`src/rtl/sw_pkg.sv`:
```
package sw_pkg;
    localparam int DIGIT_W = 4;
    localparam int N_DIG   = 4;

    typedef enum logic {
        DSP_TRACK = 1'b0,
        DSP_HOLD  = 1'b1
    } dsp_state_t;

    function automatic int digit_mod(input int idx);
        return (idx == 3) ? 6 : 10;
    endfunction
endpackage

```
`src/rtl/sw_digit.sv`:
```
module sw_digit #(
    parameter int MOD = 10,
    parameter int W   = 4
) (
    input  logic         clk,
    input  logic         rst_n,
    input  logic         clr,
    input  logic         inc,
    output logic [W-1:0] val,
    output logic         carry
);
    localparam logic [W-1:0] TOP = W'(MOD - 1);

    logic at_top;
    assign at_top = (val == TOP);
    assign carry  = inc & at_top;

    always_ff @(posedge clk or negedge rst_n) begin
        if (!rst_n)
            val <= '0;
        else if (clr)
            val <= '0;
        else if (inc)
            val <= at_top ? '0 : val + 1'b1;
    end

    // digit stays inside its radix
    assert_digit_range_R9: assert property (@(posedge clk) disable iff (!rst_n)
        val <= TOP);
    // rollover to zero at the top value
    assert_digit_wrap_R3: assert property (@(posedge clk) disable iff (!rst_n)
        (inc && !clr && val == TOP) |=> (val == '0));
    // step by one below the top value
    assert_digit_step_R2: assert property (@(posedge clk) disable iff (!rst_n)
        (inc && !clr && val != TOP) |=> (val == $past(val) + 1'b1));
    // no advance, no change
    assert_digit_idle_R5: assert property (@(posedge clk) disable iff (!rst_n)
        (!inc && !clr) |=> $stable(val));
endmodule

```
`src/rtl/sw_disp_hold.sv`:
```
module sw_disp_hold
    import sw_pkg::*;
#(
    parameter int N = 4,
    parameter int W = 4
) (
    input  logic           clk,
    input  logic           rst_n,
    input  logic           clr,
    input  logic           latch,
    input  logic [N*W-1:0] live,
    output logic [N*W-1:0] disp
);
    dsp_state_t state_q, state_d;

    always_comb begin
        state_d = state_q;
        unique case (state_q)
            DSP_TRACK: if (latch)  state_d = DSP_HOLD;   // freeze
            DSP_HOLD:  if (!latch) state_d = DSP_TRACK;  // release
            default:   state_d = DSP_TRACK;
        endcase
    end

    always_ff @(posedge clk or negedge rst_n) begin
        if (!rst_n) state_q <= DSP_TRACK;
        else        state_q <= state_d;
    end

    always_ff @(posedge clk or negedge rst_n) begin
        if (!rst_n)
            disp <= '0;
        else if (clr)
            disp <= '0;
        else if (state_d == DSP_TRACK)
            disp <= live;
    end

    assert_disp_clear_R6: assert property (@(posedge clk) disable iff (!rst_n)
        clr |=> (disp == '0));
    assert_disp_frozen_R7: assert property (@(posedge clk) disable iff (!rst_n)
        (latch && !clr) |=> $stable(disp));
    assert_disp_follow_R8: assert property (@(posedge clk) disable iff (!rst_n)
        (!latch && !clr) |=> (disp == $past(live)));
    assert_disp_state_R7: assert property (@(posedge clk) disable iff (!rst_n)
        latch |=> (state_q == DSP_HOLD));
endmodule

```
`src/rtl/sw_timer.sv`:
```
module sw_timer
    import sw_pkg::*;
(
    input  logic               clk,
    input  logic               rst_n,
    input  logic               tick_i,
    input  logic               run_i,
    input  logic               clear_i,
    input  logic               latch_i,
    output logic [DIGIT_W-1:0] d_hund_o,
    output logic [DIGIT_W-1:0] d_tenth_o,
    output logic [DIGIT_W-1:0] d_unit_o,
    output logic [DIGIT_W-1:0] d_tens_o
);
    localparam int TOT_W = N_DIG * DIGIT_W;

    logic [N_DIG:0]     chain;
    logic [TOT_W-1:0]   live_flat;
    logic [TOT_W-1:0]   disp_flat;

    assign chain[0] = tick_i & run_i & ~clear_i;

    for (genvar g = 0; g < N_DIG; g++) begin : g_dig
        sw_digit #(
            .MOD (digit_mod(g)),
            .W   (DIGIT_W)
        ) u_digit (
            .clk   (clk),
            .rst_n (rst_n),
            .clr   (clear_i),
            .inc   (chain[g]),
            .val   (live_flat[g*DIGIT_W +: DIGIT_W]),
            .carry (chain[g+1])
        );
    end

    sw_disp_hold #(
        .N (N_DIG),
        .W (DIGIT_W)
    ) u_disp (
        .clk   (clk),
        .rst_n (rst_n),
        .clr   (clear_i),
        .latch (latch_i),
        .live  (live_flat),
        .disp  (disp_flat)
    );

    assign d_hund_o  = disp_flat[0*DIGIT_W +: DIGIT_W];
    assign d_tenth_o = disp_flat[1*DIGIT_W +: DIGIT_W];
    assign d_unit_o  = disp_flat[2*DIGIT_W +: DIGIT_W];
    assign d_tens_o  = disp_flat[3*DIGIT_W +: DIGIT_W];

    // whole-count wrap after 59.99
    assert_full_wrap_R4: assert property (@(posedge clk) disable iff (!rst_n)
        chain[N_DIG] |=> (live_flat == '0));
    // gated ticks leave the live count alone
    assert_run_gate_R5: assert property (@(posedge clk) disable iff (!rst_n)
        (!run_i && !clear_i) |=> $stable(live_flat));
    // clear beats a simultaneous tick
    assert_clear_prio_R6: assert property (@(posedge clk) disable iff (!rst_n)
        (clear_i && tick_i && run_i) |=> (live_flat == '0));
endmodule

```
`config.mk`:
```
export PLATFORM = sky130hd
export DESIGN_NAME = sw_timer
export DESIGN_NICKNAME = d
export VERILOG_FILES = /design/src/rtl/sw_pkg.sv /design/src/rtl/sw_digit.sv /design/src/rtl/sw_disp_hold.sv /design/src/rtl/sw_timer.sv
export SDC_FILE = /design/constraint.sdc
export NUM_CORES = 1
export LEC_CHECK = 0
export BUFFER_PORTS_ARGS = -buffer_cell sky130_fd_sc_hd__buf_2
export CAP_MARGIN = 20
export CORE_ASPECT_RATIO = 0.75
export CORE_MARGIN = 3
export CORE_UTILIZATION = 43
export CTS_BUF_LIST = sky130_fd_sc_hd__clkbuf_8 sky130_fd_sc_hd__clkbuf_16
export CTS_CLUSTER_SIZE = 10
export DETAILED_ROUTE_END_ITERATION = 10
export PLACE_DENSITY = 0.68
export SYNTH_ARGS = -nofsm -noshare
export SYNTH_HDL_FRONTEND = slang
export SYNTH_SLANG_ARGS = --single-unit
```
`constraint.sdc`:
```
create_clock -name clk -period 2.3 [get_ports clk]
set_clock_uncertainty 0.15 [all_clocks]
set_input_delay 0.345 -clock clk [delete_from_list [all_inputs] [get_ports clk]]
set_output_delay 0.345 -clock clk [all_outputs]
set_load 0.05 [all_outputs]
```
======== After elaboration in Yosys (flattened, before gate mapping) ========
Cells that the tools add are included.
storage, ports and cells
  flip-flop bits (word level) ............. 32
  latch bits .............................. 0
  bits in writable memories ............... 0
  bits in read-only memories .............. 0
  input port bits ......................... 6
  output and inout bits ................... 16
  word-level logic and storage cells ...... 39
  memories kept ........................... 0
cells by class
  add/sub/neg operators ................... 4
  multiply operators ...................... 0
  divide/modulo/power cells ............... 0
  magnitude comparators ................... 0
  equality and inequality tests ........... 5
  shift-type cells ........................ 0
  muxes and demuxes ....................... 15
  bitwise operators ....................... 6
  reduce and logical (&&, ||, !) cells .... 4
operators with widths
  kind                 number
  $mux 4               12
  $mux 16              2
  $add 4x1->4 const B  4
  $eq 4x4->1 const B   3
  $reduce_bool 2->1    4
  $and 1x1->1          5
  $eq 4x3->1 const B   1
  $ne 2x2->1 const B   1
  $mux 1               1
  $not 1->1            1

======== Longest topological paths before layout ========
Gate-level depths: netlist of the first run.
  word-level depth ........................ 7
  mapped depth ............................ 7
  depth with buffers taken out ............ 6

======== Hierarchy ========
Synthesis of the first run repeated with hierarchy kept, for this count alone.
unflattened totals
  cell total of the unflattened synthesis .. 154
  area, all modules ....................... 1627.8 µm²
modules (own cells, without submodules)
  module                            instances  cells an instance  area each (µm²)  seq. area each (µm²)
  sw_digit at g_dig[0].u_digit ...  3          26                 241.5            100.1
  sw_disp_hold                      1          52                 660.6            400.4
  sw_digit at g_dig[3].u_digit      1          23                 234.0            100.1
  sw_timer                          1          1                  8.8              0.0

======== Worst setup path after synthesis of the first run ========
Ideal clock, no wire load.
  path type ............................... flip-flop to flip-flop
  start point ............................. register g_dig[1].u_digit.val[1]
  end point ............................... register g_dig[2].u_digit.val[3]
  setup time .............................. 0.078 ns
  arrival ................................. 1.418 ns
  data required time ...................... 2.072 ns
  slack ................................... 0.655 ns
  stages on the path, launching flop included .. 8
  buffers on the path ..................... 1
  period minus slack after synthesis ...... 1.645 ns
  cells stage by stage .................... dfrtp_1 > inv_1 > ha_1 > and3b_1 > buf_4 > nand3_4 > or3_1 > a21oi_1
between the ends
  cells in the longest elaborated chain, start to end .. 3
ends and longest elaborated chain
  item                                line            text
  start, declared                     sw_digit.sv:9   output logic [W-1:0] val,
  start signal, assigned              sw_digit.sv:24  val <= at_top ? '0 : val + 1'b1;
  $eq 4x4->1                          sw_digit.sv:15  assign at_top = (val == TOP);
  $and 1x1->1                         sw_digit.sv:16  assign carry = inc & at_top;
  $reduce_bool 2->1 (no source line)  -
  end signal, assigned                sw_digit.sv:24
  end, declared                       sw_digit.sv:9
No other way between the ends.
A chain may end at the register's enable or synchronous reset.

======== Final worst setup path of the first run ========
  start point ............................. register g_dig[0].u_digit.val[1]
  end point ............................... register g_dig[3].u_digit.val[3]
between the ends
  cells in the longest elaborated chain, start to end .. 5
ends and longest elaborated chain
  item                                line
  start, declared                     sw_digit.sv:9
  start signal, assigned              sw_digit.sv:24
  $eq 4x4->1                          sw_digit.sv:15
  $and 1x1->1 (3 in a row)            sw_digit.sv:16
  $reduce_bool 2->1 (no source line)  -
  end signal, assigned                sw_digit.sv:24
  end, declared                       sw_digit.sv:9
No other way between the ends.

==> flow_summary.yaml, run 1 <==
power:
  swShare_pct: 20.6
  irDropWorstVdd_v: 0.000320
  intPower_w: 0.000900
  power_switching_w: 0.000234
  leakage_nw: 0.949
  pwr-share-seq_pct: 50.3
  powerDensity_nw_per_um2: 617
  combPwrFrac_pct: 4.9
  p_clk_share_pct: 44.8
cells_and_area:
  final_nets: 189
  mostFrequentLayoutCell: "dfrtp_1"
  stdcell_area_um2: 1840
  seqCellArea_um2: 801
  final_cell_mix: "32 x dfrtp_1, 26 x nor2_1, 21 x buf_2"
  final.fill_count: 321
  drive_above_1_share_pct: 17.6
  multi_input_area_um2: 731
  area_delta_synth_final_pct: 15.9
  antenna_cells: 0
yosys:
  yosys_warnings: 0
  avgSynthCellArea_um2: 10.4
  synth_cell_types: 25
  netlist_area_um2: 1590
  ys_seq_area_share_pct: 50.5
  syn_nets: 166
  ys_seq_elements: 32
  synth_cells: 152
hold_path:
  hold_start: "tick_i"
  hold_path_depth: 4
  hold_end: "g_dig[0].u_digit.val[2]$_DFFE_PN0P_"
  hp-class: "in -> reg"
floorplan:
  core.rowCount: 18
  io_pins: 22
  start_util_pct: 46.3
  die-width_um: 76.1
  die_area_um2: 4460
  core_area_um2: 3420
  die_h_um: 58.6
critical_path:
  critPathKind: "reg -> reg"
  worstPathCellList: "inv_1 > ha_1 > and3b_1 > nand4_1 > o21ai_0 > o31ai_1"
  r2r_end: "g_dig[3].u_digit.val[3]$_DFFE_PN0P_"
  reg2reg_from: "g_dig[0].u_digit.val[1]$_DFFE_PN0P_"
  cp_slowest_cell: "dfrtp_1"
  crit_path_max_fanout: 8
  end_kind: "flop"
  reg2reg_depth: 6
  r2r_setup_slack_ps: 350
  crit_required_ps: 2300
  slowest_delay_ps: 440
  crit_path_start_kind: "flop"
  crit_arrival_ps: 1950
flow_run:
  drv_cap: 0
global_route:
  antenna_found_initial: 0
  grt_pass1_wl_um: 4760
  grt_pass1_vias: 1050
  overflow: 0
  track_usage_pct: 13.8
  grt_max_degree: 34
clock_network:
  clockRootBuffer: "clkbuf_8"
  clk_pin_slew_ps: 70
  cts-resized-gates: 0
  cts.sinks: 32
  clkLatencyLatePin_ps: 280
  cts_htree_levels: 2
  cts_buffers: 5
  postCtsSetupBuffers: 0
  cts_tree: "built"
  clock_path_buffers: 2
sta:
  fin_worst_hold_slack_ps: 308
  setup_tns_ps: 0
  rsz0062_at_grt: "no"
  final_hold_viol_count: 0
  fin_crit_sh_pct: 84.7
  min_period_ps: 1950
  setup_violations: 0
  max_slew.worst_pin.slew_ps: 697
  fmax_mhz: 513
  slew-limit-headroom_pct: 53.6
  final_max_slew_viol_count: 0
place:
  port_buffers: 21
  gp_congestion: 0.824
  placed_cell_area_um2: 1720
  hpwl_um: 1950
drt:
  first_pass_iters: 4
  drc_errors: 0
  avgRoutedWirePerCell_um: 12.4
  vias: 1135
  ant_nets: 0
  drt_wl_total_um: 2800
  drtIter0Drc: 67
  via_per_inst: 5.02
run_status:
  outcome: "finished clean"
==> registers in the layout, summed over array words and instances, names as in the netlist <==
signal / count
g_dig.u_digit.val: 16
u_disp.disp: 16
==> power groups by stage <==
stage / Combinational, W / Clock, W / Sequential (W)
after floorplan: 0.0000286 / 0 / 0.000584
after global placement: 0.0000551 / 0 / 0.000580
after detailed placement: 0.0000563 / 0 / 0.000581
after CTS: 0.0000575 / 0.000523 / 0.000570
after global routing: 0.0000625 / 0.000550 / 0.000570
final: 0.0000558 / 0.000508 / 0.000570
==> synth_stat cells <==
library cell,number,area [um2]
a21oi_1,7,35.0
a31oi_1,1,6.26
and3b_1,3,26.3
and3b_2,1,10.0
buf_2,2,10.0
buf_4,1,7.51
buf_6,1,11.3
clkbuf_1,3,11.3
dfrtp_1,32,801
ha_1,8,100
inv_1,4,15.0
mux2i_1,19,190
nand2_1,5,18.8
nand2b_1,3,18.8
nand3_1,5,25.0
nand3_4,1,17.5
nand3b_1,3,22.5
nand4_1,3,18.8
nor2_1,26,97.6
nor2b_1,6,37.5
nor3_1,2,10.0
o21ai_0,8,40.0
o31ai_1,3,22.5
or3_1,4,25.0
xor2_1,1,8.76
==> per-stage QoR <==
| step | worst slack, ps | util, % | power, W | cells |
|---|---|---|---|---|
| finish | 351 | 53.7 | 0.00113 | 226 |
| detailed placement | 363 | 50.3 | 0.000637 | 217 |
| global route | 93.1 | 53.7 | 0.00118 | 226 |
| CTS | 355 | 53.7 | 0.00115 | 226 |
| global placement | 505 | 50.3 | 0.000635 | 217 |
| floorplan | 655 | - | 0.000612 | 152 |
==> layout make-up <==
| class | count | share of cell area (%) |
|---|---|---|
| inverters | 4 | 0.816 |
| multi-input cells | 109 | 39.7 |
| well taps | 50 | 3.40 |
| repair buffers | 23 | 6.67 |
| clock inverters | 3 | 2.11 |
| clock buffers | 5 | 3.74 |
| flip-flops and latches | 32 | 43.5 |
==> cell families (layout without fill, tap and decap cells) <==
logic type | Yosys count | after routing | share of synthesized area (%)
simple gates | 62 | 62 | 20.7
flops | 32 | 32 | 50.5
compound gates | 19 | 19 | 6.55
mux | 19 | 19 | 12.0
buf+inv | 11 | 35 | 3.47
fa+ha+maj | 8 | 8 | 6.31
xor+xnor | 1 | 1 | 0.552
==> worst max path at each step <==
stage | from | endpoint | slack [ps] | cells after the start
3_5_place_dp | g_dig[0].u_digit.val[1]$_DFFE_PN0P_ | g_dig[3].u_digit.val[3]$_DFFE_PN0P_ | 360 | 6
3_3_place_gp | g_dig[1].u_digit.val[1]$_DFFE_PN0P_ | g_dig[3].u_digit.val[3]$_DFFE_PN0P_ | 500 | 6
2_1_floorplan | g_dig[1].u_digit.val[1]$_DFFE_PN0P_ | g_dig[2].u_digit.val[3]$_DFFE_PN0P_ | 650 | 7
6_report | g_dig[0].u_digit.val[1]$_DFFE_PN0P_ | g_dig[3].u_digit.val[3]$_DFFE_PN0P_ | 350 | 6
4_1_cts | g_dig[0].u_digit.val[1]$_DFFE_PN0P_ | g_dig[3].u_digit.val[3]$_DFFE_PN0P_ | 350 | 6
5_1_grt | g_dig[0].u_digit.val[1]$_DFFE_PN0P_ | g_dig[3].u_digit.val[2]$_DFFE_PN0P_ | 90 | 6
==> repair_timing <==
item                                   4_1_cts  5_1_grt
endpoints found under the hold margin       32        0
setup endpoints to repair                    0        0
hold buffers                                 1        0
==> per-layer routing <==
| layer | GRT usage, % | share of wire (%) |
|---|---|---|
| met5 | 0 | 0 |
| met4 | 7.75 | 1.5 |
| met2 | 22.9 | 49 |
| met1 | 16.9 | 46 |
| met3 | 3.67 | 3.4 |
==> critical path: cells and delay by family, from the launching register on <==
family | cells | cell delay, ps
fa+ha+maj | 1 | 130
simple gates | 2 | 680
compound gates | 2 | 350
buf+inv | 1 | 80
flops | 1 | 440
(Power assumes the default switching activity.)
==> run 2: changes to the inputs <==
ABC_AREA = 1   (was not set)
PLACE_DENSITY = 0.7   (was 0.68)
clock period = 1.7 ns   (was 2.3 ns; I/O delays follow)
==> flow_summary.yaml, run 2 <==
clock_network:
  cts_buffers: 5
  clockRootBuffer: "clkbuf_8"
  clk_pin_slew_ps: 60
  cts_tree: "built"
  cts_htree_levels: 2
  clkLatencyLatePin_ps: 280
  postCtsSetupBuffers: 0
  clock_path_buffers: 2
  cts.sinks: 32
place:
  port_buffers: 21
  gp_congestion: 0.871
  placed_cell_area_um2: 1840
  hpwl_um: 2610
  placed_cells: 252
cells_and_area:
  largest_registers: "g_dig.u_digit.val: 16 flops, u_disp.disp: 16 flops"
  mostFrequentLayoutCell: "nand3_1"
  final_core_util_pct: 55.4
  drive_above_1_share_pct: 24.2
  final_nets: 224
  finalNonFillerCells: 261
  antenna_cells: 0
  final_cell_mix: "40 x nand3_1, 32 x dfrtp_1, 25 x nand2_1"
  area_delta_synth_final_pct: 16.5
  final.fill_count: 327
  stdcell_area_um2: 1950
drt:
  ant_nets: 0
  avgRoutedWirePerCell_um: 13.7
  drc_errors: 0
  drt_wl_total_um: 3590
  via_per_inst: 5.17
  vias: 1350
  first_pass_iters: 4
  drtIter0Drc: 84
sta:
  slew-limit-headroom_pct: 72.3
  fmax_mhz: 650
  setup_violations: 0
  final_max_slew_viol_count: 0
  fin_worst_hold_slack_ps: 208
  max_slew.worst_pin.slew_ps: 415
  fin_crit_sh_pct: 90.5
  setup_tns_ps: 0
  rsz0062_at_grt: "no"
  final_hold_viol_count: 0
  min_period_ps: 1540
yosys:
  ys.flop_type: "dfrtp_1"
  ys_seq_elements: 32
  yosys_warnings: 0
  synth.cells.most_frequent: "41 x nand3_1, 32 x dfrtp_1, 25 x nand2_1"
  synth_top_area_share_pct: 47.9
  synth_area_leaders: "dfrtp_1 48%, nand3_1 12%, ha_1 6.0%, nand2_1 5.6%, nor2_1 3.6%"
  syn_nets: 197
  netlist_area_um2: 1670
  ys_seq_area_share_pct: 47.9
  synth_most_common_cell: "nand3_1"
  synth-async-reset-ratio_pct: 100
  synth_top_area_cell: "dfrtp_1"
  avgSynthCellArea_um2: 9.14
  synth_cell_types: 28
  synth_edf_count: 0
  synth_cells: 183
global_route:
  grt_use_met3_pct: 4.52
  overflow: 0
  grt_pass1_vias: 1275
  antenna_found_initial: 0
  met1_usage_pct: 25.5
  grt_pass1_wl_um: 6130
  grt_max_degree: 21
  top_usage_layer: "met1"
  globalRouteMet2Util_pct: 24.0
  track_usage_pct: 17.3
power:
  p_clk_share_pct: 35.9
  power_switching_w: 0.000440
  swShare_pct: 27.1
  leakage_nw: 0.974
  combPwrFrac_pct: 14.0
  pwr-share-seq_pct: 50.1
  irDropWorstVdd_v: 0.000507
  intPower_w: 0.00118
  powerDensity_nw_per_um2: 833
critical_path:
  crit_path_max_fanout: 4
  crit_path_start: "g_dig[0].u_digit.val[1]$_DFFE_PN0P_"
  crit_arrival_ps: 1600
  end_kind: "flop"
  critPathKind: "reg -> reg"
  reg2reg_from: "g_dig[0].u_digit.val[1]$_DFFE_PN0P_"
  crit_path_start_kind: "flop"
  crit_required_ps: 1760
floorplan:
  io_pins: 22
  core_area_um2: 3510
  start_util_pct: 47.6
  core.rowCount: 18
  die_area_um2: 4680
  die_h_um: 60.0
  die-width_um: 78.0
hold_path:
  hp-class: "in -> reg"
  hold_start: "latch_i"
flow_run:
  drv_cap: 0
run_status:
  outcome: "finished clean"
## run 2: final timing paths
path / to / slack, ps / depth (start not counted)
max: g_dig[2].u_digit.val[0]$_DFFE_PN0P_ / 160 / 8
min: u_disp.disp[12]$_DFFE_PN0P_ / 210 / 3
max reg2reg: g_dig[2].u_digit.val[0]$_DFFE_PN0P_ / 160 / 8
min reg2reg: u_disp.disp[14]$_DFFE_PN0P_ / 360 / 2
max in group asynchronous: g_dig[0].u_digit.val[0]$_DFFE_PN0P_ / 680 / 3
min in group asynchronous: u_disp.disp[11]$_DFFE_PN0P_ / 290 / 2
## run 2: logic make-up (layout without fill, tap and decap cells)
| logic type | after synthesis | in the layout | synth area share, % |
|---|---|---|---|
| and+or+nand+nor | 94 | 94 | 27.7 |
| DFF | 32 | 32 | 47.9 |
| AOI/OAI and AO/OA | 22 | 22 | 8.53 |
| buffers and inverters | 21 | 49 | 6.73 |
| adders and majority gates | 8 | 8 | 5.98 |
| xor gates and xnor gates | 5 | 5 | 2.62 |
| muxes | 1 | 1 | 0.598 |
## run 2: metrics by stage
stage / power, W / worst slack (ps)
after floorplan: 0.000965 / 329
after global placement: 0.00105 / 181
after detailed placement: 0.00105 / 140
after CTS: 0.00165 / 127
after global routing: 0.00170 / 2.14
final: 0.00162 / 161
## run 2: metal layers
metal,vias to the layer above,wire (um)
li1,676,-
met1,620,1810
met2,47,1440
met3,7,274
met4,0,56
met5,-,0
## run 2: what timing repair did
item,4_1_cts,5_1_grt
hold buffers,1,0
setup endpoints to repair,0,4
endpoints found under the hold margin,16,0
gates resized for setup,0,1
## run 2: cell type report
class                      count  area [um2]  area share, %
sequential                    32         801           41.1
multi-input combinational    130         764           39.2
timing repair buffer          27         178           9.12
clock buffer                   6        82.6           4.24
tap                           50        62.6           3.21
inverter                      14        52.6           2.70
clock inverter                 2        7.51          0.385
## run 2: worst max-delay path: stages, from the launching register on
cell	delay [ps]
dfrtp_1	400
inv_1	110
ha_1	190
nand2_2	70
nor2_4	110
nand2_2	110
nor2_4	130
nand2_2	80
a21oi_2	120
## run 2: power by group through the flow
| stage | registers (W) | logic [W] | clock network (W) |
|---|---|---|---|
| 6_report | 0.000813 | 0.000227 | 0.000583 |
| 5_1_grt | 0.000815 | 0.000252 | 0.000629 |
| 4_1_cts | 0.000812 | 0.000228 | 0.000605 |
| 3_5_place_dp | 0.000826 | 0.000225 | 0 |
| 3_3_place_gp | 0.000825 | 0.000223 | 0 |
| 2_1_floorplan | 0.000863 | 0.000102 | 0 |
==> run 3: changes to the inputs <==
BUFFER_PORTS_ARGS = not set   (was -buffer_cell sky130_fd_sc_hd__buf_2)
DONT_BUFFER_PORTS = 1   (was not set)
PLACE_DENSITY = 0.65   (was 0.7)
==> flow_summary.yaml, run 3 (synthesis results as in run 2) <==
cells_and_area:
  antenna_cells: 0
  largest_registers: "g_dig.u_digit.val: 16 flops, u_disp.disp: 16 flops"
  mostFrequentLayoutCell: "nand3_1"
  stdcell_area_um2: 1860
  drive_above_1_share_pct: 14.7
  final_nets: 203
  final_cell_mix: "41 x nand3_1, 32 x dfrtp_1, 25 x nand2_1"
  area_delta_synth_final_pct: 11.4
sta:
  setup_violations: 0
  slew-limit-headroom_pct: 45.7
  max_slew.worst_pin.slew_ps: 814
  fmax_mhz: 639
  rsz0062_at_grt: "no"
  fin_crit_sh_pct: 92.1
  final_max_slew_viol_count: 0
  final_hold_viol_count: 0
  setup_tns_ps: 0
  min_period_ps: 1570
floorplan:
  core.rowCount: 18
  core_area_um2: 3510
  die-width_um: 78.0
  start_util_pct: 47.6
  die_area_um2: 4680
  die_h_um: 60.0
  io_pins: 22
drt:
  drt_wl_total_um: 3670
  drc_errors: 0
  avgRoutedWirePerCell_um: 15.3
  drtIter0Drc: 133
  first_pass_iters: 4
  vias: 1306
  ant_nets: 0
  via_per_inst: 5.44
critical_path:
  end_kind: "flop"
  crit_cells: 7
  reg2reg_from: "g_dig[0].u_digit.val[1]$_DFFE_PN0P_"
  r2r_setup_slack_ps: 130
  crit_top_cell: "nand3_1"
  critPathKind: "reg -> reg"
  worstPathCellList: "inv_1 > ha_1 > nand3_1 > nor2_1 > nand3_1 > nand3_1 > nand2_1"
  crit_path_max_fanout: 4
  reg2reg_depth: 7
  crit_end: "g_dig[3].u_digit.val[2]$_DFFE_PN0P_"
  slowest_delay_ps: 410
  crit_path_start_kind: "flop"
  crit_arrival_ps: 1590
  worst-path-buf-inv: 1
  cp_slowest_cell: "dfrtp_1"
  crit_required_ps: 1720
  path_delay_family: "simple AND/OR/NAND/NOR gates"
  r2r_end: "g_dig[3].u_digit.val[2]$_DFFE_PN0P_"
  crit_path_start: "g_dig[0].u_digit.val[1]$_DFFE_PN0P_"
clock_network:
  clockRootBuffer: "clkbuf_8"
  clkLatencyLatePin_ps: 290
  clock_path_buffers: 2
  cts.sinks: 32
  cts_tree: "built"
  clk_pin_slew_ps: 70
  cts_htree_levels: 2
  postCtsSetupBuffers: 0
  cts_buffers: 5
global_route:
  grt_pass1_wl_um: 6110
  grt_pass1_vias: 1221
  overflow: 0
  antenna_found_initial: 0
  grt_max_degree: 33
  track_usage_pct: 17.3
flow_run:
  drv_cap: 0
run_status:
  outcome: "finished clean"
power:
  leakage_nw: 0.880
  powerDensity_nw_per_um2: 920
  irDropWorstVdd_v: 0.000363
place:
  hpwl_um: 2410
  port_buffers: 0
  gp_congestion: 0.837
  placed_cell_area_um2: 1700
hold_path:
  hp-class: "in -> reg"
==> run 3: cell type report <==
type / count / area [um2]
Multi-Input combinational cell: 130 / 759
Clock buffer: 5 / 68.8
Fill cell: 331 / 1650
Tap cell: 50 / 62.6
Sequential cell: 32 / 801
Clock inverter: 3 / 38.8
Inverter: 14 / 52.6
Timing Repair Buffer: 6 / 80.1
==> run 3: worst reg2reg max path, cell delays in order, from the launching register on <==
cell,delay (ps)
dfrtp_1,410
inv_1,110
ha_1,190
nand3_1,110
nor2_1,150
nand3_1,170
nand3_1,110
nand2_1,50
==> run 3: repair_timing <==
action	CTS	global route
resized for setup	0	1
hold buffers	4	0
hold endpoints to repair	49	0
endpoints found under the setup margin	0	2
==> run 3: how the worst min path moves through the flow <==
| stage | from | to | slack, ps | cells after the start |
|---|---|---|---|---|
| 3_3_place_gp | rst_n | u_disp.disp[0]$_DFFE_PN0P_ | -190 | 0 |
| 6_report | clear_i | g_dig[0].u_digit.val[0]$_DFFE_PN0P_ | 8 | 3 |
| 3_5_place_dp | rst_n | u_disp.disp[0]$_DFFE_PN0P_ | -190 | 0 |
| 5_1_grt | clear_i | g_dig[0].u_digit.val[0]$_DFFE_PN0P_ | 10 | 3 |
| 4_1_cts | clear_i | g_dig[0].u_digit.val[0]$_DFFE_PN0P_ | 0.9 | 3 |
| 2_1_floorplan | rst_n | g_dig[0].u_digit.val[0]$_DFFE_PN0P_ | -190 | 0 |
==> run 3: metal layers <==
| layer | global-route usage (%) | up-vias | part of all wire, % |
|---|---|---|---|
| met5 | 0 | - | 0 |
| met4 | 3.74 | 0 | 0.63 |
| met3 | 7.38 | 3 | 8.2 |
| met2 | 25.1 | 39 | 45 |
| met1 | 24.0 | 633 | 46 |
| li1 | - | 631 | - |
==> run 3: per-stage QoR <==
stage	hold WS (ps)	total power [W]	cells	util, %	setup WS, ps
floorplan	-191	0.000965	183	-	329
global placement	-190	0.000972	228	48.5	180
detailed placement	-190	0.000977	228	48.5	173
CTS	0.919	0.00173	240	53.0	117
global route	10.8	0.00180	240	53.0	36.7
finish	8.46	0.00171	240	53.0	134
==> run 3: power by group <==
part           internal [W]  leakage (nW)  switching, W
clock network      0.000429        0.0593      0.000284
logic             0.0000534         0.378     0.0000938
registers          0.000789         0.442     0.0000655
